$ cat config.mk
export PLATFORM = sky130hd
export DESIGN_NAME = dcal_ctrl
export DESIGN_NICKNAME = d
export VERILOG_FILES = /design/src/rtl/dcal_pkg.sv /design/src/rtl/dcal_window.sv /design/src/rtl/dcal_match.sv /design/src/rtl/dcal_normalize.sv /design/src/rtl/dcal_ctrl.sv
export SDC_FILE = /design/constraint.sdc
export NUM_CORES = 1
export LEC_CHECK = 0
export ABC_AREA = 1
export CAP_MARGIN = 5
export CORE_ASPECT_RATIO = 1.4
export CORE_MARGIN = 2
export CORE_UTILIZATION = 30
export CTS_BUF_LIST = sky130_fd_sc_hd__clkbuf_4 sky130_fd_sc_hd__clkbuf_8 sky130_fd_sc_hd__clkbuf_16
export DETAILED_ROUTE_END_ITERATION = 16
export SLEW_MARGIN = 20
export SYNTH_ARGS = -nofsm -noshare
export SYNTH_HDL_FRONTEND = slang
export SYNTH_SLANG_ARGS = --single-unit
$ cat constraint.sdc
create_clock -name clk -period 6.3 [get_ports clk]
set_input_delay 1.26 -clock clk [delete_from_list [all_inputs] [get_ports clk]]
set_output_delay 1.26 -clock clk [all_outputs]
set_load 0.05 [all_outputs]
$ cat src/rtl/dcal_pkg.sv
package dcal_pkg;

   typedef enum logic [2:0] {
      ST_IDLE    = 3'd0,
      ST_CLEAR   = 3'd1,
      ST_MEASURE = 3'd2,
      ST_NORM    = 3'd3,
      ST_LOAD    = 3'd4,
      ST_DONE    = 3'd5
   } dcal_state_e;

endpackage

$ cat src/rtl/dcal_window.sv
// Settle-then-compare timing window, restarted after every tap change.
module dcal_window #(
   parameter int SETTLE_CYC = 8,
   parameter int CMP_BYTES  = 4
) (
   input  logic clk,
   input  logic rst_n,
   input  logic restart_i,
   output logic in_cmp_o,
   output logic last_o
);
   localparam int TOTAL = SETTLE_CYC + CMP_BYTES;
   localparam int CNT_W = $clog2(TOTAL);

   generate
      if (SETTLE_CYC < 1 || CMP_BYTES < 1) begin : g_bad_window
         $error("dcal_window: SETTLE_CYC and CMP_BYTES must be at least 1");
      end
   endgenerate

   logic             active_q;
   logic [CNT_W-1:0] cnt_q;

   always_ff @(posedge clk or negedge rst_n) begin
      if (!rst_n) begin
         active_q <= 1'b0;
         cnt_q    <= '0;
      end else if (restart_i) begin
         active_q <= 1'b1;
         cnt_q    <= '0;
      end else if (active_q) begin
         if (cnt_q == CNT_W'(TOTAL - 1)) begin
            active_q <= 1'b0;
         end else begin
            cnt_q <= cnt_q + 1'b1;
         end
      end
   end

   assign in_cmp_o = active_q && (cnt_q >= CNT_W'(SETTLE_CYC));
   assign last_o   = active_q && (cnt_q == CNT_W'(TOTAL - 1));

endmodule

$ cat src/rtl/dcal_match.sv
// Compares each channel's captured byte with the training byte and
// accumulates a sticky failure for the selected channel.
module dcal_match #(
   parameter int                NUM_CH        = 4,
   parameter int                DATA_W        = 8,
   parameter logic [DATA_W-1:0] TRAIN_PATTERN = 8'hA5,
   localparam int               CH_W          = $clog2(NUM_CH)
) (
   input  logic                     clk,
   input  logic                     rst_n,
   input  logic [NUM_CH*DATA_W-1:0] data_i,
   input  logic [CH_W-1:0]          sel_i,
   input  logic                     sample_i,
   input  logic                     clear_i,
   output logic                     hit_o
);
   logic [NUM_CH-1:0] miss;
   logic              miss_sel;
   logic              fail_q;

   generate
      for (genvar c = 0; c < NUM_CH; c++) begin : g_cmp
         assign miss[c] = data_i[c*DATA_W +: DATA_W] != TRAIN_PATTERN;
      end
   endgenerate

   assign miss_sel = sample_i && miss[sel_i];

   always_ff @(posedge clk or negedge rst_n) begin
      if (!rst_n) begin
         fail_q <= 1'b0;
      end else if (clear_i) begin
         fail_q <= 1'b0;
      end else if (miss_sel) begin
         fail_q <= 1'b1;
      end
   end

   assign hit_o = fail_q | miss_sel;

endmodule

$ cat src/rtl/dcal_normalize.sv
// Subtracts the common reference tap and adds the staggered phase step.
module dcal_normalize #(
   parameter int NUM_CH     = 4,
   parameter int TAP_W      = 6,
   parameter int PHASE_STEP = 5,
   parameter bit SAT_FINAL  = 1'b1
) (
   input  logic [NUM_CH*TAP_W-1:0] rec_i,
   input  logic [NUM_CH-1:0]       err_i,
   output logic [NUM_CH*TAP_W-1:0] final_o
);
   localparam int MAX_TAP = (1 << TAP_W) - 1;
   localparam int SUM_W   = TAP_W + 8;

   generate
      if (PHASE_STEP * (NUM_CH - 1) >= (1 << (SUM_W - 1))) begin : g_bad_step
         $error("dcal_normalize: PHASE_STEP too large for the channel count");
      end
   endgenerate

   logic [TAP_W-1:0] ref_tap;

   always_comb begin
      logic any_ok;
      any_ok  = 1'b0;
      ref_tap = TAP_W'(MAX_TAP);
      for (int c = 0; c < NUM_CH; c++) begin
         if (!err_i[c]) begin
            any_ok = 1'b1;
            if (rec_i[c*TAP_W +: TAP_W] < ref_tap) begin
               ref_tap = rec_i[c*TAP_W +: TAP_W];
            end
         end
      end
      if (!any_ok) begin
         ref_tap = '0;
      end
   end

   generate
      for (genvar c = 0; c < NUM_CH; c++) begin : g_ch
         logic [TAP_W-1:0] offs;
         assign offs = err_i[c] ? '0 : (rec_i[c*TAP_W +: TAP_W] - ref_tap);
         if (SAT_FINAL) begin : g_sat
            logic [SUM_W-1:0] sum;
            assign sum = SUM_W'(offs) + SUM_W'(PHASE_STEP * c);
            assign final_o[c*TAP_W +: TAP_W] =
               (sum > SUM_W'(MAX_TAP)) ? TAP_W'(MAX_TAP) : sum[TAP_W-1:0];
         end else begin : g_wrap
            assign final_o[c*TAP_W +: TAP_W] = offs + TAP_W'(PHASE_STEP * c);
         end
      end
   endgenerate

endmodule

$ cat src/rtl/dcal_ctrl.sv
// Multi-channel input delay calibration controller (top).
module dcal_ctrl
   import dcal_pkg::*;
#(
   parameter int                NUM_CH        = 4,
   parameter int                TAP_W         = 6,
   parameter int                DATA_W        = 8,
   parameter logic [DATA_W-1:0] TRAIN_PATTERN = 8'hA5,
   parameter int                SETTLE_CYC    = 8,
   parameter int                CMP_BYTES     = 4,
   parameter int                PHASE_STEP    = 5,
   parameter bit                SAT_FINAL     = 1'b1
) (
   input  logic                     clk,
   input  logic                     rst_n,
   input  logic                     start_i,
   input  logic [NUM_CH*DATA_W-1:0] cap_data_i,
   output logic                     dly_rst_o,
   output logic [NUM_CH-1:0]        dly_inc_o,
   output logic [NUM_CH-1:0]        dly_load_o,
   output logic [NUM_CH*TAP_W-1:0]  tap_set_o,
   output logic [NUM_CH-1:0]        cal_err_o,
   output logic                     done_o
);
   localparam int MAX_TAP = (1 << TAP_W) - 1;
   localparam int CH_W    = $clog2(NUM_CH);

   generate
      if (NUM_CH < 2 || TAP_W < 2 || DATA_W < 1) begin : g_bad_cfg
         $error("dcal_ctrl: need NUM_CH >= 2, TAP_W >= 2, DATA_W >= 1");
      end
   endgenerate

   dcal_state_e             state_q;
   logic [CH_W-1:0]         ch_q;
   logic [TAP_W-1:0]        tap_q;
   logic [NUM_CH*TAP_W-1:0] rec_q;
   logic [NUM_CH-1:0]       err_q;
   logic [NUM_CH-1:0]       inc_q;
   logic                    rstp_q;
   logic [NUM_CH-1:0]       ld_q;
   logic [NUM_CH*TAP_W-1:0] final_q;
   logic                    done_q;

   logic                    restart;
   logic                    in_cmp;
   logic                    win_last;
   logic                    hit;
   logic                    at_max;
   logic                    last_ch;
   logic [NUM_CH*TAP_W-1:0] norm_taps;

   assign at_max  = tap_q == TAP_W'(MAX_TAP);
   assign last_ch = ch_q == CH_W'(NUM_CH - 1);

   dcal_window #(
      .SETTLE_CYC (SETTLE_CYC),
      .CMP_BYTES  (CMP_BYTES)
   ) u_window (
      .clk       (clk),
      .rst_n     (rst_n),
      .restart_i (restart),
      .in_cmp_o  (in_cmp),
      .last_o    (win_last)
   );

   dcal_match #(
      .NUM_CH        (NUM_CH),
      .DATA_W        (DATA_W),
      .TRAIN_PATTERN (TRAIN_PATTERN)
   ) u_match (
      .clk      (clk),
      .rst_n    (rst_n),
      .data_i   (cap_data_i),
      .sel_i    (ch_q),
      .sample_i (in_cmp),
      .clear_i  (restart),
      .hit_o    (hit)
   );

   dcal_normalize #(
      .NUM_CH     (NUM_CH),
      .TAP_W      (TAP_W),
      .PHASE_STEP (PHASE_STEP),
      .SAT_FINAL  (SAT_FINAL)
   ) u_norm (
      .rec_i   (rec_q),
      .err_i   (err_q),
      .final_o (norm_taps)
   );

   always_comb begin
      restart = 1'b0;
      case (state_q)
         ST_CLEAR:   restart = 1'b1;
         ST_MEASURE: restart = win_last && !(last_ch && (hit || at_max));
         default:    restart = 1'b0;
      endcase
   end

   always_ff @(posedge clk or negedge rst_n) begin
      if (!rst_n) begin
         state_q <= ST_IDLE;
         ch_q    <= '0;
         tap_q   <= '0;
         rec_q   <= '0;
         err_q   <= '0;
         inc_q   <= '0;
         rstp_q  <= 1'b0;
         ld_q    <= '0;
         final_q <= '0;
         done_q  <= 1'b0;
      end else begin
         inc_q  <= '0;
         rstp_q <= 1'b0;
         ld_q   <= '0;
         case (state_q)
            ST_IDLE, ST_DONE: begin
               if (start_i) begin
                  rstp_q  <= 1'b1;
                  done_q  <= 1'b0;
                  err_q   <= '0;
                  rec_q   <= '0;
                  final_q <= '0;
                  ch_q    <= '0;
                  tap_q   <= '0;
                  state_q <= ST_CLEAR;
               end
            end
            ST_CLEAR: begin
               state_q <= ST_MEASURE;
            end
            ST_MEASURE: begin
               if (win_last) begin
                  if (hit || at_max) begin
                     if (hit) begin
                        rec_q[ch_q*TAP_W +: TAP_W] <= tap_q;
                     end else begin
                        err_q[ch_q]                <= 1'b1;
                        rec_q[ch_q*TAP_W +: TAP_W] <= '0;
                     end
                     if (last_ch) begin
                        state_q <= ST_NORM;
                     end else begin
                        ch_q  <= ch_q + 1'b1;
                        tap_q <= '0;
                     end
                  end else begin
                     tap_q <= tap_q + 1'b1;
                     inc_q <= NUM_CH'(1) << ch_q;
                  end
               end
            end
            ST_NORM: begin
               final_q <= norm_taps;
               ld_q    <= '1;
               state_q <= ST_LOAD;
            end
            ST_LOAD: begin
               done_q  <= 1'b1;
               state_q <= ST_DONE;
            end
            default: state_q <= ST_IDLE;
         endcase
      end
   end

   assign dly_rst_o  = rstp_q;
   assign dly_inc_o  = inc_q;
   assign dly_load_o = ld_q;
   assign tap_set_o  = final_q;
   assign cal_err_o  = err_q;
   assign done_o     = done_q;

endmodule

Yosys cells after proc, flatten, opt, wreduce, memory -nomap -nowiden
Index checks and enable logic that the tools add are counted.
{"block": "classes", "eq_ne": 20, "multipliers": 1, "n_addsub": 11, "shifts": 4, "reduce_logical": 23, "n_lt_le_gt_ge": 11, "n_mux": 70, "n_bitwise": 2}
{"cell": "6-bit two-way mux", "count": 21}
{"cell": "24-bit two-way mux", "count": 4}
{"cell": "24-bit case mux with 2 select lines", "count": 2}
{"cell": "24-bit bitwise mux", "count": 2}
{"cell": "4-bit two-way mux", "count": 11}
{"cell": "14-bit by 6-bit > comparator with 1-bit output (second input constant)", "count": 3}
{"cell": "5-bit negator with 34-bit output", "count": 1}
{"cell": "6-bit by 34-bit variable shift with 24-bit output (first input constant)", "count": 1}
{"cell": "6-bit by 34-bit variable part select with 24-bit output", "count": 1}
{"cell": "6-bit by 34-bit variable part select with 24-bit output (first input constant)", "count": 1}
{"cell": "8-bit inequality test (second input constant)", "count": 4}
{"cell": "6-bit subtractor", "count": 4}
{"cell": "6-bit less-than comparator", "count": 3}
{"cell": "3-bit case mux with 5 select lines", "count": 1}
{"cell": "6-bit by 4-bit adder with 7-bit output (second input constant)", "count": 2}
{"cell": "1-bit two-way mux", "count": 14}
{"cell": "2-bit inequality test (second input constant)", "count": 7}
{"cell": "3-bit two-way mux", "count": 4}
{"cell": "6-bit case mux with 2 select lines", "count": 1}
{"cell": "4-bit AND reduction", "count": 3}
{"cell": "5-bit AND reduction", "count": 2}
{"cell": "2-bit nonzero test", "count": 5}
{"cell": "2-bit two-way mux", "count": 4}
{"cell": "4-bit case mux with 2 select lines", "count": 1}
{"cell": "other kinds (30)", "count": 40}
{"block": "word_totals", "output_inout_bits": 38, "register_bits": 79, "inputBits": 35, "elab_cells": 155}

Logic depth before layout (Yosys ltp)
{"block": "depth", "depth_word": 19, "mapped_depth": 45, "ltp_nobuf": 42}

By module
A second synthesis with hierarchy kept.
{"block": "unflattened", "hier_cells": 884, "hier_area_um2": 6030.8}
{"mod": "dcal_ctrl", "instances": 1, "seq_area_each_um2": 1751.7, "cells_each": 460, "area_per_inst_um2": 3604.7}
{"mod": "dcal_normalize", "instances": 1, "seq_area_each_um2": 0.0, "cells_each": 342, "area_per_inst_um2": 1934.4}
{"mod": "dcal_window", "instances": 1, "seq_area_each_um2": 125.1, "cells_each": 36, "area_per_inst_um2": 274.0}
{"mod": "dcal_match", "instances": 1, "seq_area_each_um2": 25.0, "cells_each": 46, "area_per_inst_um2": 217.7}

Worst setup path after synthesis
No wires, ideal clock.
{"block": "synth_timing", "path_kind": "reg2reg", "start": "register err_q[0] (netlist: cal_err_o[0])", "end": "register final_q[6] (netlist: tap_set_o[6])", "setup_slack_ps": -208, "path_buffers": 4, "t_arrival_ps": 6390, "required_time_ps": 6182, "period_less_slack_ps": 6508, "stages_incl_launch_ff": 38, "setup_ps": 118, "path_cell_list": "dfrtp_1 buf_6 nor2_1 ha_1 nand2_1 nor2_1 nand2_1 nor2_1 nand2_1 nand2_1 buf_2 nand2_1 o21ai_0 ha_1 a21oi_1 o21ai_0 a211oi_1 nand2_2 [... 2 more ...] ha_1 a21oi_1 o21ai_0 a211oi_1 nand2_2 buf_6 o21ai_0 fa_1 nand2_1 inv_1 ha_1 or2_2 nand2_1 nor2_1 nand3_2 nand2_1 nand2_1 nand2_1"}
{"block": "synth_via", "elab_chain_len": 17, "word_cells_on_any_way": 21, "cone_classes": "add/sub (2); order compare (4); mux (15)"}
{"item": "start, declared", "line": "dcal_ctrl.sv:38", "text": "logic [NUM_CH-1:0] err_q;"}
{"item": "start signal, assigned", "line": "dcal_ctrl.sv:107", "text": "err_q <= '0;"}
{"item": "start signal, assigned", "line": "dcal_ctrl.sv:122", "text": "err_q <= '0;"}
{"item": "start signal, assigned by index", "line": "dcal_ctrl.sv:139", "text": "err_q[ch_q] <= 1'b1;"}
{"item": "6-bit two-way mux", "line": "dcal_normalize.sv:28", "text": "if (!err_i[c]) begin"}
{"item": "6-bit less-than comparator", "line": "dcal_normalize.sv:30", "text": "if (rec_i[c*TAP_W +: TAP_W] < ref_tap) begin"}
{"item": "6-bit two-way mux", "line": "dcal_normalize.sv:30"}
{"item": "6-bit two-way mux", "line": "dcal_normalize.sv:28"}
{"item": "6-bit less-than comparator", "line": "dcal_normalize.sv:30"}
{"item": "6-bit two-way mux", "line": "dcal_normalize.sv:30"}
{"item": "6-bit two-way mux", "line": "dcal_normalize.sv:28"}
{"item": "6-bit less-than comparator", "line": "dcal_normalize.sv:30"}
{"item": "6-bit two-way mux", "line": "dcal_normalize.sv:30"}
{"item": "6-bit two-way mux", "line": "dcal_normalize.sv:28"}
{"item": "6-bit two-way mux *", "line": "dcal_normalize.sv:35", "text": "if (!any_ok) begin"}
{"item": "6-bit subtractor *", "line": "dcal_normalize.sv:43", "text": "assign offs = err_i[c] ? '0 : (rec_i[c*TAP_W +: TAP_W] - ref_tap);"}
{"item": "6-bit two-way mux *", "line": "dcal_normalize.sv:43"}
{"item": "6-bit by 3-bit adder with 7-bit output *", "line": "dcal_normalize.sv:46", "text": "assign sum = SUM_W'(offs) + SUM_W'(PHASE_STEP * c);"}
{"item": "14-bit by 6-bit > comparator with 1-bit output", "line": "dcal_normalize.sv:48", "text": "(sum > SUM_W'(MAX_TAP)) ? TAP_W'(MAX_TAP) : sum[TAP_W-1:0];"}
{"item": "6-bit two-way mux *", "line": "dcal_normalize.sv:48"}
{"item": "24-bit case mux with 2 select lines *", "line": "dcal_ctrl.sv:117", "text": "case (state_q)"}
{"item": "end signal, assigned", "line": "dcal_ctrl.sv:155", "text": "final_q <= norm_taps;"}
{"item": "end, declared", "line": "dcal_ctrl.sv:42", "text": "logic [NUM_CH*TAP_W-1:0] final_q;"}
Mark *: on every way between the ends. The rest lies on a longest branch, timed or not.
A chain may end at the register's enable or synchronous reset.

Worst setup path after layout
{"block": "layout_timing", "start": "register err_q[0] (netlist: cal_err_o[0])", "end": "register final_q[5] (netlist: tap_set_o[5])"}
{"block": "layout_via", "elab_chain_len": 16, "word_cells_on_any_way": 20, "cone_classes": "add/sub (1); order compare (4); mux (15)"}
{"item": "6-bit two-way mux", "line": "dcal_normalize.sv:28"}
{"item": "6-bit less-than comparator", "line": "dcal_normalize.sv:30"}
{"item": "6-bit two-way mux", "line": "dcal_normalize.sv:30"}
{"item": "6-bit two-way mux", "line": "dcal_normalize.sv:28"}
{"item": "6-bit less-than comparator", "line": "dcal_normalize.sv:30"}
{"item": "6-bit two-way mux", "line": "dcal_normalize.sv:30"}
{"item": "6-bit two-way mux", "line": "dcal_normalize.sv:28"}
{"item": "6-bit less-than comparator", "line": "dcal_normalize.sv:30"}
{"item": "6-bit two-way mux", "line": "dcal_normalize.sv:30"}
{"item": "6-bit two-way mux", "line": "dcal_normalize.sv:28"}
{"item": "6-bit two-way mux", "line": "dcal_normalize.sv:35"}
{"item": "6-bit subtractor", "line": "dcal_normalize.sv:43"}
{"item": "6-bit two-way mux *", "line": "dcal_normalize.sv:43"}
{"item": "6-bit > comparator", "line": "dcal_normalize.sv:48"}
{"item": "6-bit two-way mux *", "line": "dcal_normalize.sv:48"}
{"item": "24-bit case mux with 2 select lines *", "line": "dcal_ctrl.sv:117"}
Marks and branches as above.

==> metrics.md <==
| Metric | Value |
|---|---|
| Final Slew Violations | `0` |
| CP max stage delay | `0.47 ns` |
| Die area | `19,800 sq um` |
| N_diodes | `0` |
| Most common cell in the netlist | `nand2_1` |
| Synth area leader | `dfrtp_1` |
| Worst R2R Start | `cal_err_o[0]` |
| Routed Antenna Nets | `0` |
| Starting density of the core | `30.3%` |
| I/O Buffers | `72` |
| Clock transition at the registers of the reported paths | `0.07 ns` |
| Hold/Removal Path Class | `register to register` |
| Vias | `5,370` |
| Sequential-to-total area share from yosys stat | `34.0%` |
| Largest cells by area after synthesis | `dfrtp_1 34%, nand2_1 13%, ha_1 10%` |
| GRT Total Usage | `15.4%` |
| Worst EP required | `6.53 ns` |
| Cell mode on critical path | `nand2_1` |
| Die Ht | `166 microns` |
| CTS tree | `built` |
| Crit end category | `register` |
| Vias in the first global route | `5,037` |
| Critical path class | `register to register` |
| Max-cap viol count | `0` |
| Max-Slew Margin vs Limit | `34.9%` |
| Synth Area in Compound Gates | `14.4%` |
| Final Cell Area | `7250 sq um` |
| Chip width | `119 microns` |
| Placed Area | `6640 sq um` |
| Type of element launching the critical path | `register` |
| Mux share of post-synthesis cell area | `0%` |
| Pin count of the biggest net entering global routing | `77` |
| Final hold violation count | `0` |
| Yosys warning total | `0` |
| Share of cells above drive strength 1 | `12.5%` |
| Fmax | `0.169 GHz` |
| Detailed Route WL | `15.1 mm` |
| Clock Skew | `0.0127 ns` |
| Busiest metal layer after global routing | `met2` |
| Post-Syn Nets | `855` |
| Worst reg-to-reg setup slack | `0.38 ns` |
| Main combinational cell family by area after synthesis | `simple AND/OR/NAND/NOR gates` |
| Post-synthesis cell count | `770` |
| Average size of a mapped cell | `7.27 sq um` |
| Slew @ Worst Pin | `0.976 ns` |
| Met2 Track Usage GR | `28.7%` |
| Post-synth top cells | `199 x nand2_1, 97 x nor2_1, 93 x inv_1` |
| # DRC | `0` |
| Layout Cells excl Fill | `1,119` |
| Initial antenna violation count | `0` |
| Avg WL per Cell | `13.5 microns` |
| Routing usage on met1 | `16.6%` |
| Drt first pass iters | `5` |
| RD Place Congestion | `0.914` |
| Crit-path max FO | `8` |
| Synth Area in XOR/XNOR | `2.19%` |
| Post-route setup slack | `0.375 ns` |
| Synth Area in Simple Gates | `29.0%` |
| R2R cell count | `37` |
| Initial drt markers | `283` |
| Fin nets | `955` |
| Sink Count | `76` |
| Min cycle time layout | `5.92 ns` |
| I/O pins | `73` |
| Placed cell count | `1,086` |
| Adder-cell share of the synthesized area | `11.7%` |
| Synth Cell Area | `5600 sq um` |
| CTS Buf Count | `9` |
| CP endpoint | `tap_set_o[5]` |
| Avg Vias per Cell | `4.80` |
| Pre-CTS setup slack | `-0.270 ns` |
| Clock Latency Late Sink | `0.34 ns` |
| Fin crit share | `94.0%` |
| P&R area growth vs syn | `29.5%` |
| CTS max path bufs | `2` |
| Worst EP arrival | `6.16 ns` |
| Reg-to-reg endpoint | `tap_set_o[5]` |
| Synth Register Bits | `76` |
| Status | `finished clean` |
| H-tree Lvls | `3` |
| Post-CTS Hold Buffers | `0` |
| Dpl hpwl | `11.8 mm` |
| Top FF cell, synth | `dfrtp_1` |
| Hold Path Stages | `2` |
| Post-synth EDFFs | `0` |
| FP Rows | `59` |
| Clock root buffer | `clkbuf_16` |
| Setup tns final | `0 ns` |
| Yosys cell types | `48` |
| GRT met3 Usage | `2.30%` |
| CP Launch Point | `cal_err_o[0]` |
| Global-route wire length before repair | `24.1 mm` |
| Share of Yosys cell area claimed by the top area cell type | `34.0%` |
| FFs w/ async S/R, synth | `100%` |
| Slowest CP cell | `dfrtp_2` |
| Total congestion overflow | `0` |
| Final setup violation count | `0` |
| Core box area | `18,500 sq um` |
==> per-layer routing <==
layer,vias to the layer above,share of wire (%),wire (microns)
li1,2739,-,-
met1,2459,40,6050
met2,131,53,7950
met3,41,3.0,453
met4,0,4.3,645
met5,-,0,0
==> registers in the layout, indices dropped and copies added, names as in the netlist, 2 cells and up <==
register	flops
rec_q	24
tap_set_o	24
tap_q	6
cal_err_o	4
dly_inc_o	4
u_window.cnt_q	4
state_q	3
ch_q	2
==> timing repair <==
action,4_1_cts,5_1_grt
cloned,0,2
pin swaps,1,21
setup endpoints to repair,19,20
buffers inserted,2,13
gates resized for setup,4,38
endpoints found under the hold margin,0,0
==> kinds of logic (layout without fill, tap and decap cells) <==
logic type,Yosys count,after routing
xor+xnor,14,14
buf+inv,117,220
flops,76,76
simple gates,382,384
fa+ha+maj,50,50
compound gates,131,131
==> worst max-delay path, delay by kind of cell (launching register included) <==
kind | cells | cell delay [ns]
AO/OA/AOI/OAI | 12 | 1.94
XOR/XNOR | 2 | 0.28
adder cells (fa/ha/maj) | 4 | 1.12
buffers and inverters | 6 | 0.73
flip-flops | 1 | 0.47
AND/OR/NAND/NOR | 13 | 1.27
==> cells in the final DEF, fill, tap and decap left out, types with 3 or more instances in the layout <==
cell / n
clkbuf_16: 9
nand2_2: 15
o21ai_1: 7
nor4_1: 5
nand3_1: 34
o21ai_2: 5
buf_4: 34
o41ai_1: 3
dfrtp_1: 75
or2_2: 5
nand4_1: 7
fa_1: 4
a21oi_1: 28
o21ai_0: 36
nor3_1: 12
nor2_4: 3
xor2_1: 10
nand3b_1: 4
inv_2: 4
nor2_1: 90
ha_1: 40
o22ai_1: 4
xnor2_1: 4
o21a_1: 6
a31oi_1: 7
nand2_1: 194
inv_1: 93
clkdlybuf4s50_1: 71
nor2_2: 7
clkinvlp_4: 3
ha_4: 6
a211oi_2: 4
o31ai_1: 15
==> worst min-delay path by stage <==
stage                        from             to  slack, ns
floorplan                rec_q[6]       rec_q[6]       0.47
global placement           done_o         done_o       0.46
detailed placement         done_o         done_o       0.46
CTS                 tap_set_o[14]  tap_set_o[14]       0.48
global route        tap_set_o[16]  tap_set_o[16]       0.50
finish              tap_set_o[14]  tap_set_o[14]       0.47
==> per-stage QoR <==
stage                     util (%)  hold slack (ns)
after floorplan                  -            0.472
after global placement        36.0            0.458
after detailed placement      36.0            0.464
after CTS                     37.8            0.481
after global routing          39.3            0.501
final                         39.3            0.466
==> final cells by class <==
cell class | count | area, sq um
Multi-Input combinational cell | 579 | 3390
Sequential cell | 76 | 1900
Tap cell | 244 | 305
Clock inverter | 6 | 70.1
Inverter | 98 | 368
Fill cell | 1898 | 11200
Timing Repair Buffer | 106 | 977
Clock buffer | 10 | 239
Power is left out: the tool's default activity adds up to more than one toggle a clock period on the data nets, which glitch-free logic cannot reach.
